`src/rtl/spim_pkg.sv`:
```
`timescale 1ns/1ps
package spim_pkg;

  typedef enum logic [1:0] {
    MT_NONE = 2'b00,
    MT_WR   = 2'b01,
    MT_RD   = 2'b10,
    MT_FD   = 2'b11
  } msg_type_e;

  localparam logic [1:0]  OP_START      = 2'b01;
  localparam logic [15:0] ISTAT_CLR_ALL = 16'h00FF;

  localparam logic [2:0] A_MCTL  = 3'd0;
  localparam logic [2:0] A_CMD   = 3'd1;
  localparam logic [2:0] A_CFG   = 3'd2;
  localparam logic [2:0] A_ISTAT = 3'd3;
  localparam logic [2:0] A_IMASK = 3'd4;
  localparam logic [2:0] A_STAT  = 3'd5;

  // System clocks per SCK half-period for a rate code.
  function automatic int unsigned sck_half_cycles(input logic [2:0] code);
    if (code == 3'd0)      return 5;
    else if (code == 3'd7) return 256;
    else                   return 4 << code;
  endfunction

  // Does byte position idx put transmit data on MOSI?
  function automatic logic byte_drives_tx(input msg_type_e t, input int unsigned idx,
                                          input int unsigned prep);
    return (t != MT_RD) || (idx < prep);
  endfunction

  // Is the byte received at position idx kept in the receive buffer?
  function automatic logic byte_is_stored(input msg_type_e t, input int unsigned idx,
                                          input int unsigned prep);
    return (t == MT_FD) || ((t == MT_RD) && (idx >= prep));
  endfunction

endpackage

```
`src/rtl/spim_tick.sv`:
```
`timescale 1ns/1ps
module spim_tick import spim_pkg::*; #(
  parameter int CW = 9
) (
  input  logic       clk,
  input  logic       rst_n,
  input  logic       run,
  input  logic [2:0] code,
  output logic       tick
);
  logic [CW-1:0] cnt_q;
  logic [CW-1:0] last_val;

  assign last_val = CW'(sck_half_cycles(code) - 1);
  assign tick     = run && (cnt_q == last_val);

  always_ff @(posedge clk or negedge rst_n) begin
    if (!rst_n)            cnt_q <= '0;
    else if (!run || tick) cnt_q <= '0;
    else                   cnt_q <= cnt_q + 1'b1;
  end


  half_period_bound_chk: assert property (@(posedge clk) disable iff (!rst_n)
    run |-> (cnt_q <= last_val));
endmodule

```
`src/rtl/spim_regs.sv`:
```
`timescale 1ns/1ps
module spim_regs import spim_pkg::*; #(
  parameter int MCTL_W   = 16,
  parameter int TYPE_POS = 14,
  parameter int CNT_W    = 7,
  parameter int DEV_W    = 3
) (
  input  logic             clk,
  input  logic             rst_n,
  input  logic             we,
  input  logic [2:0]       addr,
  input  logic [15:0]      wdata,
  output logic [15:0]      rdata,
  input  logic             busy,
  input  logic             done_evt,
  output logic             start,
  output logic [CNT_W-1:0] msg_cnt,
  output msg_type_e        msg_typ,
  output logic [3:0]       st_prep,
  output logic [DEV_W-1:0] st_dev,
  output logic [2:0]       rate,
  output logic             cpol,
  output logic             cpha,
  output logic             irq
);
  logic [MCTL_W-1:0] mctl_q;
  logic [15:0]       cmd_q;
  logic [4:0]        cfg_q;
  logic              ist_q;
  logic              imask_q;
  logic              cmd_wr;
  logic              clr_all;

  assign cmd_wr  = we && (addr == A_CMD);
  assign start   = cmd_wr && (wdata[1:0] == OP_START) && !busy;
  assign clr_all = we && (addr == A_ISTAT) && (wdata == ISTAT_CLR_ALL);

  assign msg_cnt = mctl_q[CNT_W-1:0];
  assign msg_typ = msg_type_e'(mctl_q[TYPE_POS +: 2]);
  assign st_prep = wdata[7:4];
  assign st_dev  = wdata[8 +: DEV_W];
  assign rate    = cfg_q[2:0];
  assign cpol    = cfg_q[3];
  assign cpha    = cfg_q[4];
  assign irq     = ist_q && imask_q;

  always_ff @(posedge clk or negedge rst_n) begin
    if (!rst_n) begin
      mctl_q  <= '0;
      cmd_q   <= '0;
      cfg_q   <= '0;
      imask_q <= 1'b0;
    end else if (we) begin
      if (addr == A_MCTL)      mctl_q  <= wdata[MCTL_W-1:0];
      if (cmd_wr && !busy)     cmd_q   <= wdata;
      if (addr == A_CFG)       cfg_q   <= wdata[4:0];
      if (addr == A_IMASK)     imask_q <= wdata[0];
    end
  end

  always_ff @(posedge clk or negedge rst_n) begin
    if (!rst_n)        ist_q <= 1'b0;
    else if (done_evt) ist_q <= 1'b1;
    else if (clr_all)  ist_q <= 1'b0;
  end

  always_comb begin
    case (addr)
      A_MCTL:  rdata = 16'(mctl_q);
      A_CMD:   rdata = cmd_q;
      A_CFG:   rdata = {11'b0, cfg_q};
      A_ISTAT: rdata = {15'b0, ist_q};
      A_IMASK: rdata = {15'b0, imask_q};
      A_STAT:  rdata = {15'b0, busy};
      default: rdata = 16'h0000;
    endcase
  end


  done_sets_status_chk: assert property (@(posedge clk) disable iff (!rst_n)
    done_evt |=> ist_q);

  clear_all_chk: assert property (@(posedge clk) disable iff (!rst_n)
    (clr_all && !done_evt) |=> !ist_q);
endmodule

```
`src/rtl/spim_engine.sv`:
```
`timescale 1ns/1ps
module spim_engine import spim_pkg::*; #(
  parameter int DEPTH = 64,
  parameter int CNT_W = 7,
  parameter int NCS   = 8,
  parameter int DEV_W = 3
) (
  input  logic             clk,
  input  logic             rst_n,
  input  logic             start,
  input  logic [CNT_W-1:0] st_cnt,
  input  msg_type_e        st_typ,
  input  logic [3:0]       st_prep,
  input  logic [DEV_W-1:0] st_dev,
  input  logic [2:0]       st_rate,
  input  logic             st_cpol,
  input  logic             st_cpha,
  input  logic             tick,
  output logic [2:0]       rate_q,
  output logic             busy,
  output logic [CNT_W-1:0] tx_ridx,
  input  logic [7:0]       tx_rdata,
  output logic             rx_we,
  output logic [CNT_W-1:0] rx_widx,
  output logic [7:0]       rx_wdata,
  output logic             done_evt,
  output logic             sck,
  output logic             mosi,
  input  logic             miso,
  output logic [NCS-1:0]   cs_n
);
  logic             busy_q, h_q, cpol_q, cpha_q;
  msg_type_e        typ_q;
  logic [CNT_W-1:0] cnt_q, prep_q, idx_q, nxt_idx, prep_eff;
  logic [DEV_W-1:0] dev_q;
  logic [2:0]       bit_q;
  logic [7:0]       txsh_q, rxsh_q;
  logic             byte_end, last_byte, fin;

  assign prep_eff  = (st_typ == MT_RD) ? CNT_W'(st_prep) : '0;
  assign nxt_idx   = idx_q + 1'b1;
  assign byte_end  = busy_q && tick && h_q && (bit_q == 3'd7);
  assign last_byte = (idx_q == cnt_q - 1'b1);
  assign fin       = byte_end && last_byte;
  assign done_evt  = fin || (start && !busy_q && (st_cnt == '0));
  assign tx_ridx   = busy_q ? nxt_idx : '0;
  assign busy      = busy_q;

  assign rx_widx  = idx_q - prep_q;
  assign rx_wdata = rxsh_q;
  assign rx_we    = byte_end && byte_is_stored(typ_q, int'(idx_q), int'(prep_q))
                    && (rx_widx < CNT_W'(DEPTH));

  assign sck  = busy_q ? (cpol_q ^ h_q ^ cpha_q) : st_cpol;
  assign mosi = busy_q && txsh_q[7];

  for (genvar i = 0; i < NCS; i++) begin : g_cs
    assign cs_n[i] = !(busy_q && (dev_q == DEV_W'(i)));
  end

  always_ff @(posedge clk or negedge rst_n) begin
    if (!rst_n) begin
      busy_q <= 1'b0; h_q <= 1'b0; cpol_q <= 1'b0; cpha_q <= 1'b0;
      typ_q <= MT_NONE; cnt_q <= '0; prep_q <= '0; idx_q <= '0;
      dev_q <= '0; bit_q <= '0; rate_q <= '0; txsh_q <= '0; rxsh_q <= '0;
    end else if (start && !busy_q) begin
      if (st_cnt != '0) begin
        busy_q <= 1'b1;
        typ_q  <= st_typ;
        cnt_q  <= st_cnt;
        prep_q <= prep_eff;
        dev_q  <= st_dev;
        cpol_q <= st_cpol;
        cpha_q <= st_cpha;
        rate_q <= st_rate;
        h_q    <= 1'b0;
        bit_q  <= '0;
        idx_q  <= '0;
        txsh_q <= byte_drives_tx(st_typ, 0, int'(prep_eff)) ? tx_rdata : 8'h00;
      end
    end else if (busy_q && tick) begin
      if (!h_q) begin
        h_q    <= 1'b1;
        rxsh_q <= {rxsh_q[6:0], miso};
      end else begin
        h_q <= 1'b0;
        if (bit_q == 3'd7) begin
          bit_q <= '0;
          if (last_byte) begin
            busy_q <= 1'b0;
          end else begin
            idx_q  <= nxt_idx;
            txsh_q <= byte_drives_tx(typ_q, int'(nxt_idx), int'(prep_q)) ? tx_rdata : 8'h00;
          end
        end else begin
          bit_q  <= bit_q + 1'b1;
          txsh_q <= {txsh_q[6:0], 1'b0};
        end
      end
    end
  end


  cs_release_chk: assert property (@(posedge clk) disable iff (!rst_n)
    fin |=> (!busy_q && (&cs_n)));

  dev_hold_chk: assert property (@(posedge clk) disable iff (!rst_n)
    (busy_q && !fin) |=> ($stable(dev_q) && $stable(cnt_q)));

  rx_after_prepend_chk: assert property (@(posedge clk) disable iff (!rst_n)
    rx_we |-> ((typ_q == MT_FD) || (idx_q >= prep_q)));

  byte_advance_chk: assert property (@(posedge clk) disable iff (!rst_n)
    (byte_end && !fin) |=> (idx_q == $past(idx_q) + 1'b1));
endmodule

```
`src/rtl/spim_msg_master.sv`:
```
`timescale 1ns/1ps
module spim_msg_master import spim_pkg::*; #(
  parameter int DEPTH    = 64,
  parameter int NCS      = 8,
  parameter int MCTL_W   = 16,
  parameter int TYPE_POS = 14,
  localparam int AW      = $clog2(DEPTH),
  localparam int CNT_W   = $clog2(DEPTH + 16),
  localparam int DEV_W   = $clog2(NCS),
  localparam int TICK_W  = $clog2(256 + 1)
) (
  input  logic           clk,
  input  logic           rst_n,
  input  logic           reg_we,
  input  logic [2:0]     reg_addr,
  input  logic [15:0]    reg_wdata,
  output logic [15:0]    reg_rdata,
  input  logic           txb_we,
  input  logic [AW-1:0]  txb_addr,
  input  logic [7:0]     txb_wdata,
  input  logic [AW-1:0]  rxb_addr,
  output logic [7:0]     rxb_rdata,
  output logic           sck,
  output logic           mosi,
  input  logic           miso,
  output logic [NCS-1:0] cs_n,
  output logic           busy,
  output logic           irq
);
  logic             start, done_evt, tick, cpol, cpha, rx_we;
  logic [CNT_W-1:0] msg_cnt, tx_ridx, rx_widx;
  msg_type_e        msg_typ;
  logic [3:0]       st_prep;
  logic [DEV_W-1:0] st_dev;
  logic [2:0]       rate, rate_q;
  logic [7:0]       tx_rdata, rx_wdata;
  logic [7:0]       txm [DEPTH];
  logic [7:0]       rxm [DEPTH];

  spim_regs #(.MCTL_W(MCTL_W), .TYPE_POS(TYPE_POS), .CNT_W(CNT_W), .DEV_W(DEV_W)) u_regs (
    .clk(clk), .rst_n(rst_n), .we(reg_we), .addr(reg_addr), .wdata(reg_wdata),
    .rdata(reg_rdata), .busy(busy), .done_evt(done_evt), .start(start),
    .msg_cnt(msg_cnt), .msg_typ(msg_typ), .st_prep(st_prep), .st_dev(st_dev),
    .rate(rate), .cpol(cpol), .cpha(cpha), .irq(irq));

  spim_tick #(.CW(TICK_W)) u_tick (
    .clk(clk), .rst_n(rst_n), .run(busy), .code(rate_q), .tick(tick));

  spim_engine #(.DEPTH(DEPTH), .CNT_W(CNT_W), .NCS(NCS), .DEV_W(DEV_W)) u_eng (
    .clk(clk), .rst_n(rst_n), .start(start), .st_cnt(msg_cnt), .st_typ(msg_typ),
    .st_prep(st_prep), .st_dev(st_dev), .st_rate(rate), .st_cpol(cpol),
    .st_cpha(cpha), .tick(tick), .rate_q(rate_q), .busy(busy), .tx_ridx(tx_ridx),
    .tx_rdata(tx_rdata), .rx_we(rx_we), .rx_widx(rx_widx), .rx_wdata(rx_wdata),
    .done_evt(done_evt), .sck(sck), .mosi(mosi), .miso(miso), .cs_n(cs_n));

  assign tx_rdata  = (tx_ridx < CNT_W'(DEPTH)) ? txm[tx_ridx[AW-1:0]] : 8'h00;
  assign rxb_rdata = rxm[rxb_addr];

  always_ff @(posedge clk) begin
    if (txb_we) txm[txb_addr] <= txb_wdata;
  end

  always_ff @(posedge clk or negedge rst_n) begin
    if (!rst_n) begin
      for (int i = 0; i < DEPTH; i++) rxm[i] <= 8'h00;
    end else if (rx_we) begin
      rxm[rx_widx[AW-1:0]] <= rx_wdata;
    end
  end
endmodule

```
`config.mk`:
```
export PLATFORM = sky130hd
export DESIGN_NAME = spim_msg_master
export DESIGN_NICKNAME = d
export VERILOG_FILES = /design/src/rtl/spim_pkg.sv /design/src/rtl/spim_tick.sv /design/src/rtl/spim_regs.sv /design/src/rtl/spim_engine.sv /design/src/rtl/spim_msg_master.sv
export SDC_FILE = /design/constraint.sdc
export NUM_CORES = 2
export LEC_CHECK = 0
export ABC_CLOCK_PERIOD_IN_PS = 3800
export BUFFER_PORTS_ARGS = -buffer_cell sky130_fd_sc_hd__buf_2
export CORE_AREA = 2 2 408 410
export CTS_CLUSTER_SIZE = 30
export DETAILED_ROUTE_END_ITERATION = 16
export DIE_AREA = 0 0 410 412
export PLACE_DENSITY_LB_ADDON = 0.08
export SYNTH_ARGS = -nofsm -noshare
export SYNTH_HDL_FRONTEND = slang
export SYNTH_SLANG_ARGS = --single-unit
export TNS_END_PERCENT = 30
```
`constraint.sdc`:
```
create_clock -name clk -period 3.8 [get_ports clk]
set_clock_uncertainty 0.15 [all_clocks]
set_input_delay 0.57 -clock clk [delete_from_list [all_inputs] [get_ports clk]]
set_output_delay 0.57 -clock clk [all_outputs]
set_load 0.02 [all_outputs]
```
-- Word-level counts from Yosys, hierarchy flattened
Memory sizes are Yosys's and may differ from the RTL's.
Index checks and enable logic that the tools add are counted.
- equal/unequal tests: 26
- divide/modulo/power cells: 0
- shifts and indexed selects: 1
- multiply operators: 0
- order comparisons: 8
- add/subtract/negate cells: 6
- multiplexer cells: 47
- reduce and logical (&&, ||, !) cells: 62
- bitwise gates (word level): 6
- operator list (kind ; number):
    $bwmux 512 ; 1
    $mux 8 ; 12
    $pmux 16 s6 ; 1
    $mux 7 ; 7
    $bmux 8 s6 ; 1
    $demux 8 s6 ; 1
    $logic_and 1x1->1 ; 27
    $mux 9 ; 3
    $eq 3x3->1 const B ; 8
    $eq 16x8->1 const B ; 1
    $mux 1 ; 15
    $mux 3 ; 5
    $ge 7x7->1 const B ; 2
    $lt 7x7->1 const B ; 2
    $not 6->7 ; 2
    $eq 3x2->1 const B ; 4
    $reduce_and 2->1 ; 6
    $reduce_and 5->1 ; 2
    $reduce_bool 2->1 ; 5
    $add 9x1->9 const B ; 1
    $eq 9x9->1 ; 1
    $logic_not 1->1 ; 9
    $logic_not 3->1 ; 3
    $shl 3x3->9 const A ; 1
    other kinds (23) ; 36
- bits in writable memories: 512
- bits in read-only memories: 0
- output and inout port bits: 36
- bits in latches: 0
- logic and storage cells: 240
- memories kept: 1
- flip-flop bits (word level): 612
- input bits: 44
- memory list (memory ; depth ; width ; read ports ; clocked after memory_dff ; wr ports ; RTL line ; source):
    txm ; 64 ; 8 ; 1 ; 0 ; 1 ; spim_msg_master.sv:37 ; logic [7:0] txm [DEPTH];

-- Depth between registers and ports, before layout
- depth after elaboration: 12
- mapped depth: 14
- depth with buffers taken out: 11

-- Cells and area by module
A second synthesis with hierarchy kept.
- cells, all modules: 2972
- area, all modules: 49122.1 µm²
- modules (own cells, without submodules) (module ; instances ; cells an instance ; seq. area each (µm²) ; area an instance (µm²)):
    spim_msg_master ; 1 ; 2437 ; 28187.0 ; 43566.8
    spim_engine ; 1 ; 307 ; 1226.2 ; 2901.5
    spim_regs ; 1 ; 166 ; 975.9 ; 2042.0
    spim_tick ; 1 ; 62 ; 225.2 ; 611.8

-- Worst setup path before layout
No wires, ideal clock.
- path type: register to register
- start point: reg u_eng.idx_q[0]
- end point: reg rxm[176] in the netlist's numbering
- arrival time: 3889 ps
- slack: -364 ps
- clock period less this slack: 4164 ps
- library setup time: 125 ps
- buffers on the path: 3
- stages on the path, launching flop included: 15
- data required time: 3525 ps
- cell sequence: dfrtp_1 buf_2 inv_2 clkbuf_1 ha_1 inv_1 fa_1 a21o_1 a21oi_1 xnor2_1 nand2_1 nor2_1 clkbuf_1 nand3_2 mux2_2
- longest elaborated chain between the ends: 7
- elaborated cells between the ends (all ways): 14
- classes of those cells: add/sub (1); order compare (4); mux (3); bitwise (1); reduce/logical (5)
- RTL lines (element ; RTL line ; source):
    start: declaration ; spim_engine.sv:34 ; logic [CNT_W-1:0] cnt_q, prep_q, idx_q, nxt_idx, prep_eff;
    start signal: assignment ; spim_engine.sv:92 ; idx_q <= nxt_idx;
    $sub 7x7->7 ; spim_engine.sv:49 ; assign rx_widx = idx_q - prep_q;
    $not 6->7 (implied by the code) ; spim_msg_master.sv:67 ; rxm[rx_widx[AW-1:0]] <= rx_wdata;
    $ge 7x7->1 (implied by the code) or $lt 7x1->1 (tied branches) ; spim_msg_master.sv:67 ;
    $logic_and 1x1->1 (implied by the code) ; spim_msg_master.sv:67 ;
    $mux 8 (implied by the code) ; spim_msg_master.sv:67 ;
    $demux 8 s6 ; spim_msg_master.sv:67 ;
    $bwmux 512 ; spim_msg_master.sv:67 ;
    end signal: indexed assignment ; spim_msg_master.sv:67 ;
    end: declaration ; spim_msg_master.sv:38 ; logic [7:0] rxm [DEPTH];
Several ways; a longest one is shown, not always the timed one.
A chain may end at the register's enable or synchronous reset.

-- Worst setup path in the final report
- start point: in rxb_addr[0]
- end point: out rxb_rdata[3]
- longest elaborated chain between the ends: 4
- RTL lines (element ; RTL line ; source):
    start: declaration ; spim_msg_master.sv:21 ; input logic [AW-1:0] rxb_addr,
    $not 6->7 (implied by the code) ; spim_msg_master.sv:57 ; assign rxb_rdata = rxm[rxb_addr];
    $bmux 8 s6 ; spim_msg_master.sv:57 ;
    $mux 8 (implied by the code) (2 in a row) ; spim_msg_master.sv:57 ;
    end: declaration ; spim_msg_master.sv:22 ; output logic [7:0] rxb_rdata,
No other way between the ends. The select of a mux whose other input is x is not followed.

==> metrics.md <==
| Metric | Value |
|---|---|
| Netlist Area Pre-Place | 49100 um^2 |
| Grt met1 use | 0.2226 |
| Post-route ant nets | 0 |
| Drt wl/cell | 25.86 um |
| Area occupied by multi-input gates | 17730 um^2 |
| Met3 Use GR | 0.02651 |
| Vias in the first global route | 30420 |
| First-pass GRT wire length | 215600 um |
| CP bufs+invs | 4 |
| YS warnings | 0 |
| Port bufs | 79 |
| Achievable clock frequency | 267.7 MHz |
| H-tree Lvls | 4 |
| Unrepaired setup endpoints after global routing | false |
| Tcrit/Tclk final | 0.9831 |
| Global Route Usage Sum | 0.1732 |
| Critical Path End Type | primary output |
| Max-capacitance violation count | 0 |
| FP Rows | 149 |
| Worst rel slew slack | 0.1485 |
| Synth Flop Type | dfrtp_1 |
| Number of enable flip-flop cells after synthesis | 512 |
| Pre-CTS WS | -0.4759 ns |
| CP Class | in2out |
| DRT Pass-1 Iters | 5 |
| Final hold vios | 0 |
| Sequential share of the synthesized area | 0.6235 |
| Avg Vias per Cell | 5.051 |
| Syn avg cell area | 15.55 um^2 |
| Synth-to-Final Area Change | 17.65% |
| Starting Density | 0.2990 |
| Post-Place Cells | 5374 |
| Arrival time worst endpoint | 3.02 ns |
| Worst-path clk slew | 0.05 ns |
| Power Density | 508.4 nW/um^2 |
| Post-layout util | 0.3517 |
| Peak VDD IR | 460.4 uV |
| Clock buffer depth | 3 |
| Num CTS Buffers | 137 |
| Final setup margin | 0.06416 ns |
| Clock root buffer | clkbuf_16 |
| Slowest CP cell | mux4_2 |
| #FFs+latches synth | 1121 |
| Largest net degree at the start of global routing | 129 |
| CP top delay family | multiplexers |
| IO Pins | 80 |
| Synth Instances | 3157 |
| Initial antenna violation count | 5 |
| Share of async-settable or async-resettable flops after synthesis | 0.5433 |
| Share of layout cells above drive strength 1 | 0.3913 |
| Final Max Tran Viols | 0 |
| GR peak layer | met2 |
| Vias | 28510 |
| DIE WIDTH | 410 um |
| Critical-path cell list | clkbuf_8 -> buf_12 -> buf_12 -> mux4_2 -> mux4_2 -> mux4_2 -> buf_2 |
| Worst Hold Class | in2reg |
| Fillers | 15640 |
| Core box area | 164200 um^2 |
| Min cycle time layout | 3.736 ns |
| Static Leakage | 23.36 nW |
| Outcome | completed |
| Startpoint type of the worst setup path | primary input |
| # clock sinks | 1121 |
| Met2 GRT Util | 0.3034 |
| Non-Filler Instances | 5645 |
| Seq. cell area | 30630 um^2 |
| Die Height | 412 um |
| Power Total | 0.02937 W |
| TritonCTS clock tree | done |
| Latest clock arrival within the worst-skew pair | 0.75 ns |
| Critical path's most frequent cell | mux4_2 |
| Crit path required time | 3.08 ns |
| Setup TNS | 0 ns |
| Post-synthesis net count | 3215 |
| Max incr delay on CP | 0.59 ns |
| Worst Path Max Fanout | 18 |
| Initial DRC Count | 1826 |
| Yosys cell types | 74 |
| DRC viols | 0 |
| Fin nets | 3407 |
| GPL Wtd Cong | 0.7795 |
| DP HPWL | 95540 um |
| Die area | 168900 um^2 |
| GRT overflow | 0 |
| Worst-Margin Slew | 1.277 ns |
| Final setup violation count | 0 |
| Final wirelength | 146000 um |
[cell usage after synthesis (30+ instances only)]
| cell | n | area [um^2] |
|---|---|---|
| o21ai_0 | 58 | 290.3 |
| dfrtp_1 | 609 | 15240 |
| nor2_1 | 133 | 499.2 |
| mux2_2 | 587 | 6610 |
| nand3_1 | 52 | 260.3 |
| clkbuf_1 | 158 | 593.1 |
| nand2_1 | 217 | 814.5 |
| mux4_2 | 216 | 4865 |
| buf_1 | 30 | 112.6 |
| a31oi_1 | 32 | 200.2 |
| a211oi_1 | 36 | 270.3 |
| a21oi_1 | 57 | 285.3 |
| nand3_2 | 61 | 610.6 |
| edfxtp_1 | 512 | 15370 |
| o22ai_1 | 30 | 187.7 |
| mux2i_1 | 46 | 460.4 |
[worst register-to-register path, cell delays in order, from the launching register on]
cell       delay [ns]
dfrtp_4          0.44
inv_2            0.06
ha_1             0.22
inv_1            0.08
fa_1             0.19
a21o_1           0.14
a21oi_1          0.10
buf_4            0.16
nor2_1           0.08
o21ai_1          0.18
a2111oi_4        0.53
buf_12           0.30
nand3_2          0.44
mux2_1           0.46
[state kept, by name, indices dropped and copies added (netlist names), 7 cells and up]
signal / cells
rxm: 512
u_regs.cmd_q: 16
u_eng.idx_q: 7
u_regs.mctl_q: 16
txm: 512
u_tick.cnt_q: 9
u_eng.rx_wdata: 8
u_eng.txsh_q: 8
u_eng.cnt_q: 7
[final timing paths]
kind,start,end,slack [ns],cells after the start
min reg2reg,u_eng.txsh_q[0],u_eng.txsh_q[0],0.32,2
max reg2reg,u_eng.idx_q[0],rxm[351],0.16,13
min in group asynchronous,rst_n,u_eng.rx_wdata[6],0.22,2
min,reg_addr[2],u_regs.imask_q,0.11,3
max in group asynchronous,rst_n,u_eng.idx_q[0],2.03,3
max,rxb_addr[0],rxb_rdata[3],0.06,7
[metal layers]
layer | wire length (um) | share of wire
met4 | 3430 | 0.023
met1 | 63510 | 0.43
met3 | 4803 | 0.033
met2 | 74210 | 0.51
met5 | 52 | 0.00036
[per-stage QoR]
stage                     hold slack (ns)  instance area (um^2)
final                              0.1052                 57770
after global routing              0.06979                 57770
after CTS                         0.03261                 57730
after detailed placement           0.3259                 53100
after global placement             0.3193                 53100
after floorplan                    0.1244                 49140
[repair_timing]
action,CTS,global route
setup buffers,4,2
hold endpoints to repair,93,0
pin swaps,1,0
hold buffers,19,0
endpoints found under the setup margin,134,198
gates resized for setup,1,5
[layout make-up]
type / count / share of cell area
Multi-Input combinational cell: 1809 / 0.3070
Timing Repair Buffer: 263 / 0.03855
Clock inverter: 54 / 0.007364
Sequential cell: 1121 / 0.5302
Inverter: 17 / 0.001105
Tap cell: 2189 / 0.04741
Antenna cell: 1 / 0.00004332
Clock buffer: 191 / 0.06836
[report_power, final]
group          leakage [nW]  internal [W]  switching (W)
combinational          8.22       0.00114        0.00223
clock                  2.15       0.00753        0.00521
sequential             13.0        0.0129       0.000387
total                  23.4        0.0215        0.00783
[cell families after synthesis]
| logic type | after synthesis | share of synthesized area |
|---|---|---|
| buffers and inverters | 227 | 0.01822 |
| adders and majority gates | 14 | 0.003720 |
| and+or+nand+nor | 606 | 0.06370 |
| muxes | 851 | 0.2435 |
| DFF | 1121 | 0.6235 |
| xor gates and xnor gates | 29 | 0.005173 |
| AOI/OAI and AO/OA | 309 | 0.04220 |
[cells in the final DEF, fill, tap and decap left out, drive strengths merged, types with 60 or more instances in the layout]
cell type,netlist,final
mux4,216,216
nor2,134,134
edfxtp,512,512
clkbuf,158,192
mux2,589,589
buf,52,243
nand2,217,217
dfrtp,609,609
o21ai,60,60
nand3,113,113
No activity file was read; power rests on OpenSTA's default activity.
